===== src/rtl/lpm_pkg.sv =====
package lpm_pkg;
  typedef enum logic [1:0] {
    MODE_RUN   = 2'd0,
    MODE_SLEEP = 2'd1,
    MODE_STOP  = 2'd2,
    MODE_STBY  = 2'd3
  } lpm_mode_e;

  typedef enum logic [1:0] {
    REG_MAIN = 2'd0,
    REG_LP   = 2'd1,
    REG_OFF  = 2'd2
  } reg_mode_e;

  typedef enum logic [2:0] {
    ST_RUN,
    ST_SLEEP,
    ST_STOP,
    ST_WAKE,
    ST_STBY,
    ST_RSTX
  } seq_state_e;

  localparam logic [1:0] CLK_HSI = 2'd0;
endpackage


===== src/rtl/lpm_wake_qual.sv =====
module lpm_wake_qual #(
  parameter int NUM_PINS = 3
) (
  input  logic                clk_i,
  input  logic                rst_ni,
  input  logic [NUM_PINS-1:0] pin_i,
  input  logic [NUM_PINS-1:0] pin_en_i,
  input  logic [1:0]          rtc_alarm_i,
  input  logic                rtc_wake_i,
  input  logic                tamper_i,
  input  logic                tstamp_i,
  input  logic                ext_rst_i,
  input  logic                wdg_rst_i,
  input  logic                irq_i,
  input  logic                evt_i,
  input  logic                wfe_now_i,
  input  logic                wfe_held_i,
  output logic                light_now_o,
  output logic                light_held_o,
  output logic                stby_hit_o
);
  logic [NUM_PINS-1:0] pin_eff, pin_prev, pin_rise;

  // disabled pin is treated as pulled low
  for (genvar g = 0; g < NUM_PINS; g++) begin : g_pin
    assign pin_eff[g] = pin_i[g] & pin_en_i[g];
    always_ff @(posedge clk_i or negedge rst_ni) begin
      if (!rst_ni) pin_prev[g] <= 1'b0;
      else         pin_prev[g] <= pin_eff[g];
    end
    assign pin_rise[g] = pin_eff[g] & ~pin_prev[g];
  end

  assign light_now_o  = wfe_now_i  ? evt_i : irq_i;
  assign light_held_o = wfe_held_i ? evt_i : irq_i;
  assign stby_hit_o   = (|pin_rise) | (|rtc_alarm_i) | rtc_wake_i | tamper_i |
                        tstamp_i | ext_rst_i | wdg_rst_i;

  a_r7_edge_only: assert property (@(posedge clk_i) disable iff (!rst_ni)
    (pin_prev == pin_eff && !(|rtc_alarm_i) && !rtc_wake_i && !tamper_i &&
     !tstamp_i && !ext_rst_i && !wdg_rst_i) |-> !stby_hit_o);
endmodule


===== src/rtl/lpm_exit_timer.sv =====
module lpm_exit_timer #(
  parameter int MAIN_EXIT_CYC = 4,
  parameter int LP_EXIT_TICKS = 16
) (
  input  logic clk_i,
  input  logic rst_ni,
  input  logic start_i,
  input  logic lp_i,
  input  logic tick_i,
  input  logic active_i,
  output logic done_o
);
  localparam int MAX_CNT = (MAIN_EXIT_CYC > LP_EXIT_TICKS) ? MAIN_EXIT_CYC : LP_EXIT_TICKS;
  localparam int CNT_W   = $clog2(MAX_CNT + 1) + 1;
  localparam logic [CNT_W-1:0] MAIN_LAST = CNT_W'(MAIN_EXIT_CYC - 1);
  localparam logic [CNT_W-1:0] LP_LAST   = CNT_W'(LP_EXIT_TICKS - 1);

  logic [CNT_W-1:0] cnt_q;
  logic             lp_q;
  logic             adv;

  // low-power exit counts slow ticks, main exit counts clock cycles
  assign adv    = active_i & (lp_q ? tick_i : 1'b1);
  assign done_o = adv & (cnt_q == (lp_q ? LP_LAST : MAIN_LAST));

  always_ff @(posedge clk_i or negedge rst_ni) begin
    if (!rst_ni) begin
      cnt_q <= '0;
      lp_q  <= 1'b0;
    end else if (start_i) begin
      cnt_q <= '0;
      lp_q  <= lp_i;
    end else if (adv && !done_o) begin
      cnt_q <= cnt_q + 1'b1;
    end
  end

  a_r3_no_overflow: assert property (@(posedge clk_i) disable iff (!rst_ni)
    cnt_q <= LP_LAST || cnt_q <= MAIN_LAST);
  a_r3_hold_no_tick: assert property (@(posedge clk_i) disable iff (!rst_ni)
    (active_i && lp_q && !tick_i && !start_i) |=> $stable(cnt_q));
endmodule


===== src/rtl/lpm_bkp_guard.sv =====
module lpm_bkp_guard (
  input  logic clk_i,
  input  logic rst_ni,
  input  logic unlock_i,
  input  logic lock_i,
  input  logic relock_i,
  input  logic wr_req_i,
  output logic wr_en_o
);
  logic open_q;

  always_ff @(posedge clk_i or negedge rst_ni) begin
    if (!rst_ni)                  open_q <= 1'b0;
    else if (lock_i || relock_i)  open_q <= 1'b0;
    else if (unlock_i)            open_q <= 1'b1;
  end

  assign wr_en_o = wr_req_i & open_q;

  a_r9_lock_blocks: assert property (@(posedge clk_i) disable iff (!rst_ni)
    (lock_i || relock_i) |=> !wr_en_o);
  a_r9_unlock_grants: assert property (@(posedge clk_i) disable iff (!rst_ni)
    (unlock_i && !lock_i && !relock_i) |=> (wr_en_o == wr_req_i));
endmodule


===== src/rtl/lpm_sequencer.sv =====
module lpm_sequencer
  import lpm_pkg::*;
#(
  parameter int NUM_PINS      = 3,
  parameter int MAIN_EXIT_CYC = 4,
  parameter int LP_EXIT_TICKS = 16
) (
  input  logic                clk_i,
  input  logic                rst_ni,
  input  logic                req_i,
  input  logic                req_wfe_i,
  input  logic                deep_i,
  input  logic                pdown_i,
  input  logic                lp_reg_i,
  input  logic                irq_i,
  input  logic                evt_i,
  input  logic [NUM_PINS-1:0] wkup_pin_i,
  input  logic [NUM_PINS-1:0] wkup_en_i,
  input  logic [1:0]          rtc_alarm_i,
  input  logic                rtc_wake_i,
  input  logic                tamper_i,
  input  logic                tstamp_i,
  input  logic                ext_rst_i,
  input  logic                wdg_rst_i,
  input  logic                slow_tick_i,
  input  logic                clk_sel_wr_i,
  input  logic [1:0]          clk_sel_i,
  input  logic                bkp_unlock_i,
  input  logic                bkp_lock_i,
  input  logic                bkp_wr_req_i,
  input  logic                sb_clr_i,
  output logic                core_clk_en_o,
  output logic                per_clk_en_o,
  output logic                osc_en_o,
  output logic                pll_en_o,
  output logic [1:0]          reg_mode_o,
  output logic                iso_o,
  output logic [1:0]          sysclk_sel_o,
  output logic [1:0]          mode_o,
  output logic                sys_rst_o,
  output logic                sb_flag_o,
  output logic                bkp_wr_en_o
);
  seq_state_e state_q, state_d;
  logic       wfe_q, lp_q;
  logic       light_now, light_held, stby_hit;
  logic       stop_wake, stby_exit, timer_done;
  logic [1:0] sel_q;
  logic       sb_q;

  lpm_wake_qual #(.NUM_PINS(NUM_PINS)) u_qual (
    .clk_i        (clk_i),
    .rst_ni       (rst_ni),
    .pin_i        (wkup_pin_i),
    .pin_en_i     (wkup_en_i),
    .rtc_alarm_i  (rtc_alarm_i),
    .rtc_wake_i   (rtc_wake_i),
    .tamper_i     (tamper_i),
    .tstamp_i     (tstamp_i),
    .ext_rst_i    (ext_rst_i),
    .wdg_rst_i    (wdg_rst_i),
    .irq_i        (irq_i),
    .evt_i        (evt_i),
    .wfe_now_i    (req_wfe_i),
    .wfe_held_i   (wfe_q),
    .light_now_o  (light_now),
    .light_held_o (light_held),
    .stby_hit_o   (stby_hit)
  );

  assign stop_wake = (state_q == ST_STOP) & light_held;
  assign stby_exit = (state_q == ST_STBY) & stby_hit;

  lpm_exit_timer #(
    .MAIN_EXIT_CYC (MAIN_EXIT_CYC),
    .LP_EXIT_TICKS (LP_EXIT_TICKS)
  ) u_timer (
    .clk_i    (clk_i),
    .rst_ni   (rst_ni),
    .start_i  (stop_wake),
    .lp_i     (lp_q),
    .tick_i   (slow_tick_i),
    .active_i (state_q == ST_WAKE),
    .done_o   (timer_done)
  );

  lpm_bkp_guard u_bkp (
    .clk_i    (clk_i),
    .rst_ni   (rst_ni),
    .unlock_i (bkp_unlock_i),
    .lock_i   (bkp_lock_i),
    .relock_i (stby_exit),
    .wr_req_i (bkp_wr_req_i),
    .wr_en_o  (bkp_wr_en_o)
  );

  // mode select; a pending wake source keeps the block in Run
  always_comb begin
    state_d = state_q;
    unique case (state_q)
      ST_RUN: begin
        if (req_i) begin
          if (!deep_i)       state_d = light_now ? ST_RUN : ST_SLEEP;
          else if (!pdown_i) state_d = light_now ? ST_RUN : ST_STOP;
          else               state_d = stby_hit  ? ST_RUN : ST_STBY;
        end
      end
      ST_SLEEP: if (light_held) state_d = ST_RUN;
      ST_STOP:  if (light_held) state_d = ST_WAKE;
      ST_WAKE:  if (timer_done) state_d = ST_RUN;
      ST_STBY:  if (stby_hit)   state_d = ST_RSTX;
      ST_RSTX:  state_d = ST_RUN;
      default:  state_d = ST_RUN;
    endcase
  end

  always_ff @(posedge clk_i or negedge rst_ni) begin
    if (!rst_ni) begin
      state_q <= ST_RUN;
      wfe_q   <= 1'b0;
      lp_q    <= 1'b0;
    end else begin
      state_q <= state_d;
      if (state_q == ST_RUN && req_i) begin
        wfe_q <= req_wfe_i;
        lp_q  <= lp_reg_i;
      end
    end
  end

  always_ff @(posedge clk_i or negedge rst_ni) begin
    if (!rst_ni)                           sel_q <= CLK_HSI;
    else if (stop_wake || stby_exit)       sel_q <= CLK_HSI;
    else if (state_q == ST_RUN && clk_sel_wr_i) sel_q <= clk_sel_i;
  end

  always_ff @(posedge clk_i or negedge rst_ni) begin
    if (!rst_ni)        sb_q <= 1'b0;
    else if (stby_exit) sb_q <= 1'b1;
    else if (sb_clr_i)  sb_q <= 1'b0;
  end

  assign sysclk_sel_o = sel_q;
  assign sb_flag_o    = sb_q;

  always_comb begin
    core_clk_en_o = 1'b0;
    per_clk_en_o  = 1'b0;
    osc_en_o      = 1'b0;
    pll_en_o      = 1'b0;
    reg_mode_o    = REG_MAIN;
    iso_o         = 1'b0;
    mode_o        = MODE_RUN;
    sys_rst_o     = 1'b0;
    unique case (state_q)
      ST_RUN: begin
        core_clk_en_o = 1'b1;
        per_clk_en_o  = 1'b1;
        osc_en_o      = 1'b1;
        pll_en_o      = 1'b1;
      end
      ST_SLEEP: begin
        per_clk_en_o = 1'b1;
        osc_en_o     = 1'b1;
        pll_en_o     = 1'b1;
        mode_o       = MODE_SLEEP;
      end
      ST_STOP: begin
        reg_mode_o = lp_q ? REG_LP : REG_MAIN;
        mode_o     = MODE_STOP;
      end
      ST_WAKE: begin
        osc_en_o = 1'b1;
        mode_o   = MODE_STOP;
      end
      ST_STBY: begin
        reg_mode_o = REG_OFF;
        iso_o      = 1'b1;
        mode_o     = MODE_STBY;
      end
      ST_RSTX: begin
        iso_o     = 1'b1;
        mode_o    = MODE_STBY;
        sys_rst_o = 1'b1;
      end
      default: ;
    endcase
  end

  a_r1_core_gated: assert property (@(posedge clk_i) disable iff (!rst_ni)
    (mode_o != MODE_RUN) |-> !core_clk_en_o);
  a_r2_stop_entry: assert property (@(posedge clk_i) disable iff (!rst_ni)
    (state_q == ST_RUN && req_i && deep_i && !pdown_i && !light_now) |=> mode_o == MODE_STOP);
  a_r4_stby_off: assert property (@(posedge clk_i) disable iff (!rst_ni)
    (mode_o == MODE_STBY) |-> (iso_o && !osc_en_o && !per_clk_en_o));
  a_r5_hsi_after_stop: assert property (@(posedge clk_i) disable iff (!rst_ni)
    (state_q == ST_WAKE) |-> sysclk_sel_o == CLK_HSI);
  a_r6_rst_pulse: assert property (@(posedge clk_i) disable iff (!rst_ni)
    sys_rst_o |=> (!sys_rst_o && mode_o == MODE_RUN));
  a_r10_pending_stays: assert property (@(posedge clk_i) disable iff (!rst_ni)
    (state_q == ST_RUN && req_i && !deep_i && light_now) |=> core_clk_en_o);
  a_r11_flag_on_exit: assert property (@(posedge clk_i) disable iff (!rst_ni)
    sys_rst_o |-> sb_flag_o);
endmodule


===== config.mk =====
export PLATFORM = sky130hd
export DESIGN_NAME = lpm_sequencer
export DESIGN_NICKNAME = d
export VERILOG_FILES = /design/src/rtl/lpm_pkg.sv /design/src/rtl/lpm_wake_qual.sv /design/src/rtl/lpm_exit_timer.sv /design/src/rtl/lpm_bkp_guard.sv /design/src/rtl/lpm_sequencer.sv
export SDC_FILE = /design/constraint.sdc
export NUM_CORES = 1
export LEC_CHECK = 0
export ABC_AREA = 1
export BUFFER_PORTS_ARGS = -buffer_cell sky130_fd_sc_hd__buf_2
export CORE_ASPECT_RATIO = 0.7
export CORE_MARGIN = 2
export CORE_UTILIZATION = 33
export DETAILED_ROUTE_END_ITERATION = 16
export PLACE_DENSITY_LB_ADDON = 0.15
export SLEW_MARGIN = 20
export SYNTH_ARGS = -nofsm -noshare
export SYNTH_HDL_FRONTEND = slang
export SYNTH_HIERARCHICAL = 1
export SYNTH_SLANG_ARGS = --single-unit
export TNS_END_PERCENT = 5

===== constraint.sdc =====
create_clock -name clk_i -period 2 [get_ports clk_i]
set_input_delay 0.2 -clock clk_i [delete_from_list [all_inputs] [get_ports clk_i]]
set_output_delay 0.2 -clock clk_i [all_outputs]
set_load 0.02 [all_outputs]

Word level (Yosys, flattened, before mapping)
Index checks and enable logic that the tools add are counted.
Widths: inputs -> output; s select.

storage, ports and cells
  bits in registers = 19
  input port bits = 30
  output and inout bits = 14
  logic and storage cells = 92

operators by class
  $add $sub $neg = 1
  eq/ne operators = 11
  mux-type cells = 31
  bitwise logic cells = 20
  reduce and logical (&&, ||, !) cells = 18

operator list
  operator             number
  $mux 3               8
  $pmux 3 s5           1
  $mux 1               14
  $mux 6               2
  $and 1x1->1          11
  $ne 2x2->1 const B   5
  $reduce_bool 2->1    4
  $reduce_or 2->1      4
  $add 6x1->6 const B  1
  $eq 3x2->1 const B   2
  $eq 3x3->1 const B   2
  $eq 6x6->1           1
  $mux 2               3
  $or 1x1->1           6
  $pmux 2 s3           1
  $reduce_or 3->1      2
  $reduce_and 5->1     1
  $mux 4               1
  $pmux 2 s2           1
  $eq 3x1->1 const B   1
  $logic_and 1x1->1    3
  $logic_not 3->1      1
  $not 1->1            3
  $logic_or 1x1->1     2
  $logic_not 1->1      1

Logic depth before layout (Yosys ltp)
Gate-level depths: netlist (run 1).

  depth in word-level cells = 14
  gate-level depth with buffers = 13
  depth with buffers taken out = 12

By module
The synthesis (run 1) kept the hierarchy.

by module, submodules not included
  module          times used  cells an instance  area an instance (sq um)  sequential area each (sq um)
  lpm_sequencer   1           84                 544.3                     200.2
  lpm_exit_timer  1           67                 480.5                     175.2
  lpm_wake_qual   1           29                 177.7                     75.1
  lpm_bkp_guard   1           8                  51.3                      25.0

Least setup slack after synthesis (run 1)
No wires, ideal clock.

  kind = register -> register
  start point = register state_q[1]
  end point = register state_q[2]
  arrival time = 1.356 ns
  path slack = 0.567 ns
  stages on the path, launching flop included = 12
  period minus slack after synthesis = 1.433 ns
  cell sequence = dfrtp_1 > nand2_1 > nor2_1 > o21a_1 > inv_1 > nor2_1 > inv_1 > nand2_1 > nand2_1 > nor2_1 > inv_1 > a21oi_1

on the way
  longest elaborated chain between the ends = 5

ends and longest elaborated chain
  element                     RTL line              source
  from (decl)                 lpm_sequencer.sv:44   seq_state_e state_q, state_d;
  from (signal assigned)      lpm_sequencer.sv:123  state_q <= state_d;
  $eq 3x2->1                  lpm_sequencer.sv:83   .active_i (state_q == ST_WAKE),
  $and 1x1->1                 lpm_exit_timer.sv:23  assign adv = active_i & (lp_q ? tick_i : 1'b1);
  $and 1x1->1                 lpm_exit_timer.sv:24  assign done_o = adv & (cnt_q == (lp_q ? LP_LAST : MAIN_LAST));
  named net timer_done        lpm_sequencer.sv:47   logic stop_wake, stby_exit, timer_done;
  $ne 2x2->1 (no line)        n/a
  $reduce_and 5->1 (no line)  n/a

The timed path passes the listed nets, and every way through them passes these cells.
A chain may end at the register's enable or synchronous reset.

Worst setup path in the final report (run 1)
  start point = register state_q[2]
  end point = output reg_mode_o[0]

on the way
  longest elaborated chain between the ends = 2

ends and longest elaborated chain
  element                                   RTL line              source
  $eq 3x3->1 or $eq 3x2->1 (tied branches)  lpm_sequencer.sv:155  unique case (state_q)
  $pmux 2 s2 *                              lpm_sequencer.sv:155
  to (decl)                                 lpm_sequencer.sv:36   output logic [1:0] reg_mode_o,

Every way passes the cells marked *; elsewhere a longest branch is shown, timed or not.

==> results of run 1 <==
area by class of cell:
type / instances / area share
repair buffers: 46 / 0.153
multi-input cells: 131 / 0.393
clock buffers: 3 / 0.0263
inverters: 34 / 0.0820
flip-flops and latches: 19 / 0.303
well taps: 50 / 0.0398
clock inverters: 1 / 0.00318
registers in the layout (all words and copies together), names as in the netlist:
register         cells
lp_q                 1
u_qual/pin_prev      3
state_q              3
u_timer/lp_q         1
u_timer/cnt_q        6
wfe_q                1
u_bkp/open_q         1
sb_flag_o            1
sysclk_sel_o         2
per-layer routing:
layer  up-vias  track usage
li1        665            -
met1       510        0.185
met2        40        0.181
met3         2       0.0406
met4         0       0.0306
met5         -            0
worst max-delay path, cell delays in order (launching register included):
cell,delay (ns)
dfrtp_1,0.46
inv_2,0.18
nand3_1,0.13
buf_4,0.17
nor2_1,0.08
buf_2,0.17
per-stage QoR:
| step | setup WS [ns] | utilization | hold WS (ns) | cells |
|---|---|---|---|---|
| finish | 0.349 | 0.439 | 0.118 | 284 |
| global route | 0.164 | 0.439 | 0.142 | 284 |
| CTS | 0.354 | 0.439 | 0.114 | 284 |
| detailed placement | 0.413 | 0.423 | 0.175 | 279 |
| global placement | 0.445 | 0.423 | 0.169 | 279 |
| floorplan | 0.567 | - | -0.0956 | 188 |
cell usage in the layout, fill, tap and decap left out, types with 3 or more instances in the layout:
master and n:
nor2_2 3, buf_2 43, nand2_1 53, nor2_1 24, dfrtp_1 19, ha_1 3, o21ai_0 6, a21oi_1 4
nand3_1 24, nand2_2 3, inv_1 31, clkbuf_8 3
path summary, 6_finish.rpt:
kind                                        start                      endpoint  slack, ns  cells past startpoint
min                                      sb_clr_i         sb_flag_o$_DFFE_PN0P_       0.12                      2
max in group asynchronous                  rst_ni  u_timer/cnt_q[1]$_DFFE_PN0P_       1.29                      2
min reg2reg                      lp_q$_DFFE_PN0P_      u_timer/lp_q$_DFFE_PN0P_       0.49                      2
min in group asynchronous                  rst_ni              lp_q$_DFFE_PN0P_       0.41                      2
max                        state_q[2]$_DFFE_PN0P_                 reg_mode_o[0]       0.35                      5
max reg2reg                state_q[1]$_DFFE_PN0P_        state_q[1]$_DFFE_PN0P_       0.42                     11
report_power, final:
part	switching (uW)	internal (uW)	leakage, uW
registers	132	504	0.000245
clock network	129	139	0.0000255
logic	492	297	0.000652
total	753	940	0.000923
cell families (layout without fill, tap and decap cells):
group	Yosys count	count (layout)	share of synthesized area
compound gates	14	14	0.0619
xor+xnor	2	2	0.0140
fa+ha+maj	3	3	0.0299
buf+inv	38	84	0.128
flops	19	19	0.379
simple gates	112	112	0.387
repair_timing:
action | 4_1_cts | 5_1_grt
resized for setup | 0 | 0
hold endpoints to repair | 19 | 0
hold buffers | 1 | 0
==> results_dict.tcl, run 1 <==
set metrics [dict create \
    start_util 0.350 \
    antenna_found_initial 0 \
    fill_cells 380 \
    synth_fp_nets 221 \
    finalCritPeriodShare 0.825 \
    hold_class "primary input to flip-flop" \
    yosys-top-cells-area "dfrtp_1 38%, nand2_1 16%, nand3_1 9.6%, inv_1 9.3%, nor2_1 7.2%" \
    m1WireLength_um 1360 \
    finalHoldViolations 0 \
    post-dp-hpwl_um 2030 \
    die-area_sq_mm 0.00432 \
    viasPerCell 4.29 \
    final_nets 268 \
    synth-seq-cells 19 \
    grt_overflow 0 \
    htreeDepth 1 \
    die_w_um 77.7 \
    routed_wl_um 2610 \
    wl_met2_um 1020 \
    synth_common_cells "53 x nand2_1, 31 x inv_1, 24 x nand3_1, 24 x nor2_1, 19 x dfrtp_1" \
    cts_sinks 19 \
    critical_path.max_fanout 10 \
    place.port_buffers 43 \
    cts_tree "done" \
    grtUsageTotal 0.127 \
    grt_pass1_wl_um 4470 \
    maxCapViolCount 0 \
    fin_area_sq_mm 0.00157 \
    worstSetupPathType "flip-flop to output port" \
    rows 18 \
    highest_layer "met4" \
    yosys_most_used_dff "dfrtp_1" \
    peakVddDrop_mv 0.452 \
    placed_area_sq_mm 0.00152 \
    vias 1217 \
    synth-seq-area-share 0.379 \
    finalPower_uw 1690 \
    cts_root_buffer "clkbuf_8" \
    critPathLaunchType "flip-flop" \
    drc 0 \
    cp.required_ns 1.80 \
    grt_max_degree 20 \
    first_pass_iters 4 \
    drive_above_1_share 0.256 \
    grt_pass1_vias 1047 \
    ant_nets 0 \
    ys_warn_count 6 \
    power_density_mw_per_mm2 1080 \
    die_h_um 55.6 \
    max_slew_margin 0.715 \
    syn_to_final_growth_pct 25.3 \
    ys_types 24 \
    wl_met3_um 221 \
    clkTransAtPathRegs_ns 0.07 \
    synth_area_sq_mm 0.00125 \
    setup-tns-final_ns 0 \
    cts_inserted_buffers 3 \
    insertion_delay_ns 0.26 \
    core_sq_mm 0.00358 \
    power.leakage_uw 0.000923 \
    gp_congestion 0.865 \
    fmax_ghz 0.606 \
    min_period_ns 1.65 \
    fin_worst_skew_ns 0.00648 \
    endpoint_kind "output port" \
    n_antenna_cell 0 \
    grt_setup_unrepaired "no" \
    synth_most_common_cell "nand2_1" \
    drv_slew 0 \
    outcome "finished, final reports clean" \
    avgRoutedWirePerCell_um 9.18 \
    drtIter0Drc 87 \
    async_reset_ff_frac 1.00 \
    multiInputGateArea_sq_um 618 \
    clock_path_buffers 2 \
    setup_viol 0 \
    worstMarginPinSlew_ns 0.427 \
    yosysTopAreaCell "dfrtp_1" \
    synth-edff-count 0 \
    final-seq-area_sq_um 475 \
    synth_top_area_share 0.379 \
    avgSynthCellArea_sq_um 6.67 \
    syn_inst 188 \
    ioPinCount 44 \
    critPathArrivalTime_ns 1.45 \
    postCtsSetupBuffers 0 \
]
No activity file was read; power rests on OpenSTA's default activity.
==> run 2: changes to the inputs <==
clock period = 1.5 ns   (was 2 ns; I/O delays follow)
==> results_dict.tcl, run 2 (synthesis results as in run 1) <==
set metrics [dict create \
    min_period_ns 1.51 \
    power_density_mw_per_mm2 1480 \
    endpoint_kind "output port" \
    switchingPower_uw 1110 \
    post-dp-hpwl_um 2230 \
    core_sq_mm 0.00358 \
    ant_nets 0 \
    cp.required_ns 1.35 \
    cts_inserted_buffers 3 \
    die_w_um 77.7 \
    outcome "finished with violations" \
    first_pass_iters 6 \
    largest_reg_flops 6 \
    critPathLaunchType "flip-flop" \
    cpMostUsedCell "buf_6" \
    clkTransAtPathRegs_ns 0.07 \
    worst_slack_ns -0.00620 \
    place.port_buffers 43 \
    power.leakage_uw 0.00101 \
    grt_max_degree 20 \
    critical_path.max_fanout 5 \
    critPathBufInv 4 \
    hold_class "primary input to flip-flop" \
    final-seq-area_sq_um 478 \
    syn_to_final_growth_pct 40.8 \
    clock_path_buffers 2 \
    start_util 0.350 \
    drtIter0Drc 41 \
    vias 1282 \
    cts_sinks 19 \
    finalPower_uw 2610 \
    drc 0 \
    worstSetupPathType "flip-flop to output port" \
    cts_tree "done" \
    routed_wl_um 2950 \
    antenna_found_initial 0 \
    critPathArrivalTime_ns 1.36 \
    peakVddDrop_mv 0.590 \
    clock_power_share 0.135 \
    insertion_delay_ns 0.25 \
    crit_chain "buf_6, inv_2, buf_6, ha_1, buf_6" \
    p_sw_frac 0.428 \
    htreeDepth 1 \
    final_nets 282 \
    grt_setup_unrepaired "yes" \
    grt_pass1_vias 1161 \
    multiInputGateArea_sq_um 664 \
    slowest_stage "dfrtp_1" \
    gp_congestion 0.826 \
    final_common_cell "nand2_1" \
    finalCritPeriodShare 1.00 \
    p_int_uw 1490 \
    cpPeakStageDelay_ns 0.38 \
    fin_cells 298 \
    avgRoutedWirePerCell_um 9.90 \
    failed_checks "setup timing" \
    cts_root_buffer "clkbuf_8" \
    top_register "u_timer/cnt_q" \
    power_frac_comb 0.557 \
    drv_slew 0 \
    max_slew_margin 0.708 \
    grt_overflow 0 \
    path_delay_family "buffers and inverters" \
    fmax_ghz 0.664 \
    viasPerCell 4.30 \
    drive_above_1_share 0.351 \
    seqPwrFrac 0.308 \
    dpl.cell_count 289 \
    reg_top3 "u_timer/cnt_q x6, state_q x3, u_qual/pin_prev x3" \
    final_cell_mix "51 x nand2_1, 39 x buf_2, 26 x inv_1" \
    ioPinCount 44 \
    worstMarginPinSlew_ns 0.438 \
    setup_viol 1 \
    die-area_sq_mm 0.00432 \
    rows 18 \
    die_h_um 55.6 \
    fill_cells 354 \
    maxCapViolCount 0 \
    n_antenna_cell 0 \
    grt_pass1_wl_um 5170 \
    grtUsageTotal 0.149 \
    fin_worst_skew_ns 0.00350 \
    finalHoldViolations 0 \
]
-- run 2: cell count changes in the layout (fill, tap and decap cells not counted), sizes merged --
cell and delta:
clkbuf +1, bufinv +1, buf +14, clkinv -2
-- run 2: routing by layer --
layer	GRT usage	vias up	wire length (um)	share of wire
met1	0.218	544	1540	0.52
met4	0.0561	0	36	0.012
met3	0.0503	5	216	0.073
li1	-	693	-	-
met2	0.201	40	1160	0.39
met5	0	-	0	0
-- run 2: timing repair --
item / in CTS / in global routing
hold endpoints to repair: 19 / 0
setup endpoints to repair: 3 / 16
setup buffers: 2 / 2
hold buffers: 1 / 0
resized for setup: 6 / 23
pin swaps: 0 / 6
-- run 2: power by group through the flow --
stage	sequential, uW	combinational (uW)	clock (uW)
3_3_place_gp	792	1250	0
6_report	803	1450	352
5_1_grt	831	1630	402
4_1_cts	794	1310	368
2_1_floorplan	810	850	0
3_5_place_dp	798	1240	0
-- run 2: cell type report --
cell class	instances	share of cell area
sequential	19	0.271
clock buffer	4	0.0255
multi-input combinational	131	0.376
inverter	34	0.0801
timing repair buffer	60	0.212
tap	50	0.0354
-- run 2: path summary, 6_finish.rpt --
check	from	end	slack [ns]	cells past startpoint
worst max-delay path	state_q[1]$_DFFE_PN0P_	mode_o[1]	-0.006	5
worst min-delay path	sb_clr_i	sb_flag_o$_DFFE_PN0P_	0.08	2
worst min register to register	wfe_q$_DFFE_PN0P_	wfe_q$_DFFE_PN0P_	0.50	2
min in group asynchronous	rst_ni	u_qual/pin_prev[0]$_DFF_PN0_	0.38	2
worst max register to register	state_q[1]$_DFFE_PN0P_	state_q[0]$_DFFE_PN0P_	0.07	13
max in group asynchronous	rst_ni	state_q[2]$_DFFE_PN0P_	0.80	2
-- run 2: per-stage QoR --
| step | area (sq um) | setup TNS, ns | hold slack, ns | setup slack [ns] | util |
|---|---|---|---|---|---|
| after floorplan | 1250 | 0 | -0.146 | 0.0668 | - |
| after global placement | 1590 | 0 | 0.125 | 0.0958 | 0.444 |
| after detailed placement | 1590 | 0 | 0.125 | 0.0684 | 0.444 |
| after CTS | 1680 | -0.0400 | 0.0666 | -0.0202 | 0.468 |
| after global routing | 1770 | -0.436 | 0.0832 | -0.0905 | 0.493 |
| final | 1770 | -0.00620 | 0.0768 | -0.00620 | 0.493 |
==> run 3: changes to the inputs <==
SKIP_CTS_REPAIR_TIMING = 1   (was default)
==> results_dict.tcl, run 3 (synthesis results as in run 1) <==
set metrics [dict create \
    insertion_delay_ns 0.25 \
    first_pass_iters 4 \
    setup_viol 0 \
    htreeDepth 1 \
    outcome "finished, final reports clean" \
    min_path_cells 2 \
    endpoint_kind "output port" \
    cp.required_ns 1.35 \
    grtUsageTotal 0.147 \
    fin_worst_skew_ns 0.00222 \
    die_h_um 55.6 \
    cts_inserted_buffers 3 \
    critical_path.max_fanout 6 \
    antenna_found_initial 0 \
    grt_max_degree 20 \
    die-area_sq_mm 0.00432 \
    final_cell_mix "51 x nand2_1, 39 x buf_2, 28 x inv_1" \
    hold_slack_ns 0.0773 \
    avgRoutedWirePerCell_um 10.0 \
    cts_root_buffer "clkbuf_8" \
    ioPinCount 44 \
    finalCritPeriodShare 0.965 \
    reg_top3 "u_timer/cnt_q x6, state_q x3, u_qual/pin_prev x3" \
    syn_to_final_growth_pct 40.2 \
    final_common_cell "nand2_1" \
    finalPower_uw 2560 \
    setup-tns-final_ns 0 \
    min_period_ns 1.45 \
    dpl.cell_count 289 \
    cts_sinks 19 \
    gp_congestion 0.826 \
    critPathLaunchType "flip-flop" \
    grt_overflow 0 \
    final_nets 281 \
    fmax_ghz 0.691 \
    ant_nets 0 \
    finalHoldViolations 0 \
    drv_slew 0 \
    cts_tree "done" \
    fin_cells 297 \
    rows 18 \
    critPathArrivalTime_ns 1.30 \
    clkTransAtPathRegs_ns 0.07 \
    place.port_buffers 43 \
    reg2regPathDepth 11 \
    post-dp-hpwl_um 2230 \
    worst_slack_ns 0.0527 \
    maxCapViolCount 0 \
    grt_pass1_wl_um 5100 \
    clock_path_buffers 2 \
    drc 0 \
    power_density_mw_per_mm2 1460 \
    max_slew_margin 0.713 \
    grt_pass1_vias 1139 \
    crit_chain "buf_6, inv_4, buf_6, ha_4, inv_2, nand2_2, buf_6" \
    die_w_um 77.7 \
    viasPerCell 4.28 \
    slowest_stage "dfrtp_1" \
    worstSetupPathType "flip-flop to output port" \
    power.leakage_uw 0.00100 \
    largest_reg_flops 6 \
    cpPeakStageDelay_ns 0.36 \
    n_antenna_cell 0 \
    routed_wl_um 2970 \
    top_register "u_timer/cnt_q" \
    pre_cts_ws_ns 0.0684 \
    drtIter0Drc 31 \
    grt_setup_unrepaired "yes" \
    start_util 0.350 \
    drive_above_1_share 0.340 \
    cpMostUsedCell "buf_6" \
    worstMarginPinSlew_ns 0.431 \
    core_sq_mm 0.00358 \
    vias 1272 \
    peakVddDrop_mv 0.591 \
    hold_class "primary input to flip-flop" \
]
run 3: cell count changes in the layout (fill, tap and decap cells not counted), sizes merged:
cell / delta
buf: -1
run 3: path summary, 6_finish.rpt:
kind / from / to / slack, ns
worst max-delay path: state_q[1]$_DFFE_PN0P_ / mode_o[0] / 0.05
worst min-delay path: sb_clr_i / sb_flag_o$_DFFE_PN0P_ / 0.08
worst max register to register: u_timer/cnt_q[0]$_DFFE_PN0P_ / state_q[2]$_DFFE_PN0P_ / 0.10
worst min register to register: wfe_q$_DFFE_PN0P_ / wfe_q$_DFFE_PN0P_ / 0.50
max in group asynchronous: rst_ni / state_q[2]$_DFFE_PN0P_ / 0.81
min in group asynchronous: rst_ni / u_qual/pin_prev[0]$_DFF_PN0_ / 0.37
run 3: final cells by class:
class / instances / area [sq um]
Fill cell: 354 / 1820
Multi-Input combinational cell: 131 / 667
Sequential cell: 19 / 477
Timing Repair Buffer: 59 / 363
Inverter: 34 / 144
Tap cell: 50 / 62.6
Clock buffer: 4 / 45.0
run 3: routing by layer:
layer  track usage  wire length (um)
met5             0                 0
met4        0.0561                36
met3        0.0519               239
met2         0.196              1180
met1         0.216              1520
run 3: report_power, final:
part | internal (uW) | switching (uW) | total [uW]
clock | 189 | 165 | 353
combinational | 602 | 813 | 1410
sequential | 673 | 117 | 791
total | 1460 | 1090 | 2560
run 3: through the flow:
step | cell area (sq um) | utilization
2_1_floorplan | 1250 | -
3_3_place_gp | 1590 | 0.444
3_5_place_dp | 1590 | 0.444
4_1_cts | 1640 | 0.457
5_1_grt | 1760 | 0.491
6_report | 1760 | 0.491
run 3: critical path, delay by kind of cell, from the launching register on:
kind / cells / cell delay (ns)
buf+inv: 5 / 0.48
flops: 1 / 0.36
fa+ha+maj: 1 / 0.15
simple gates: 1 / 0.05
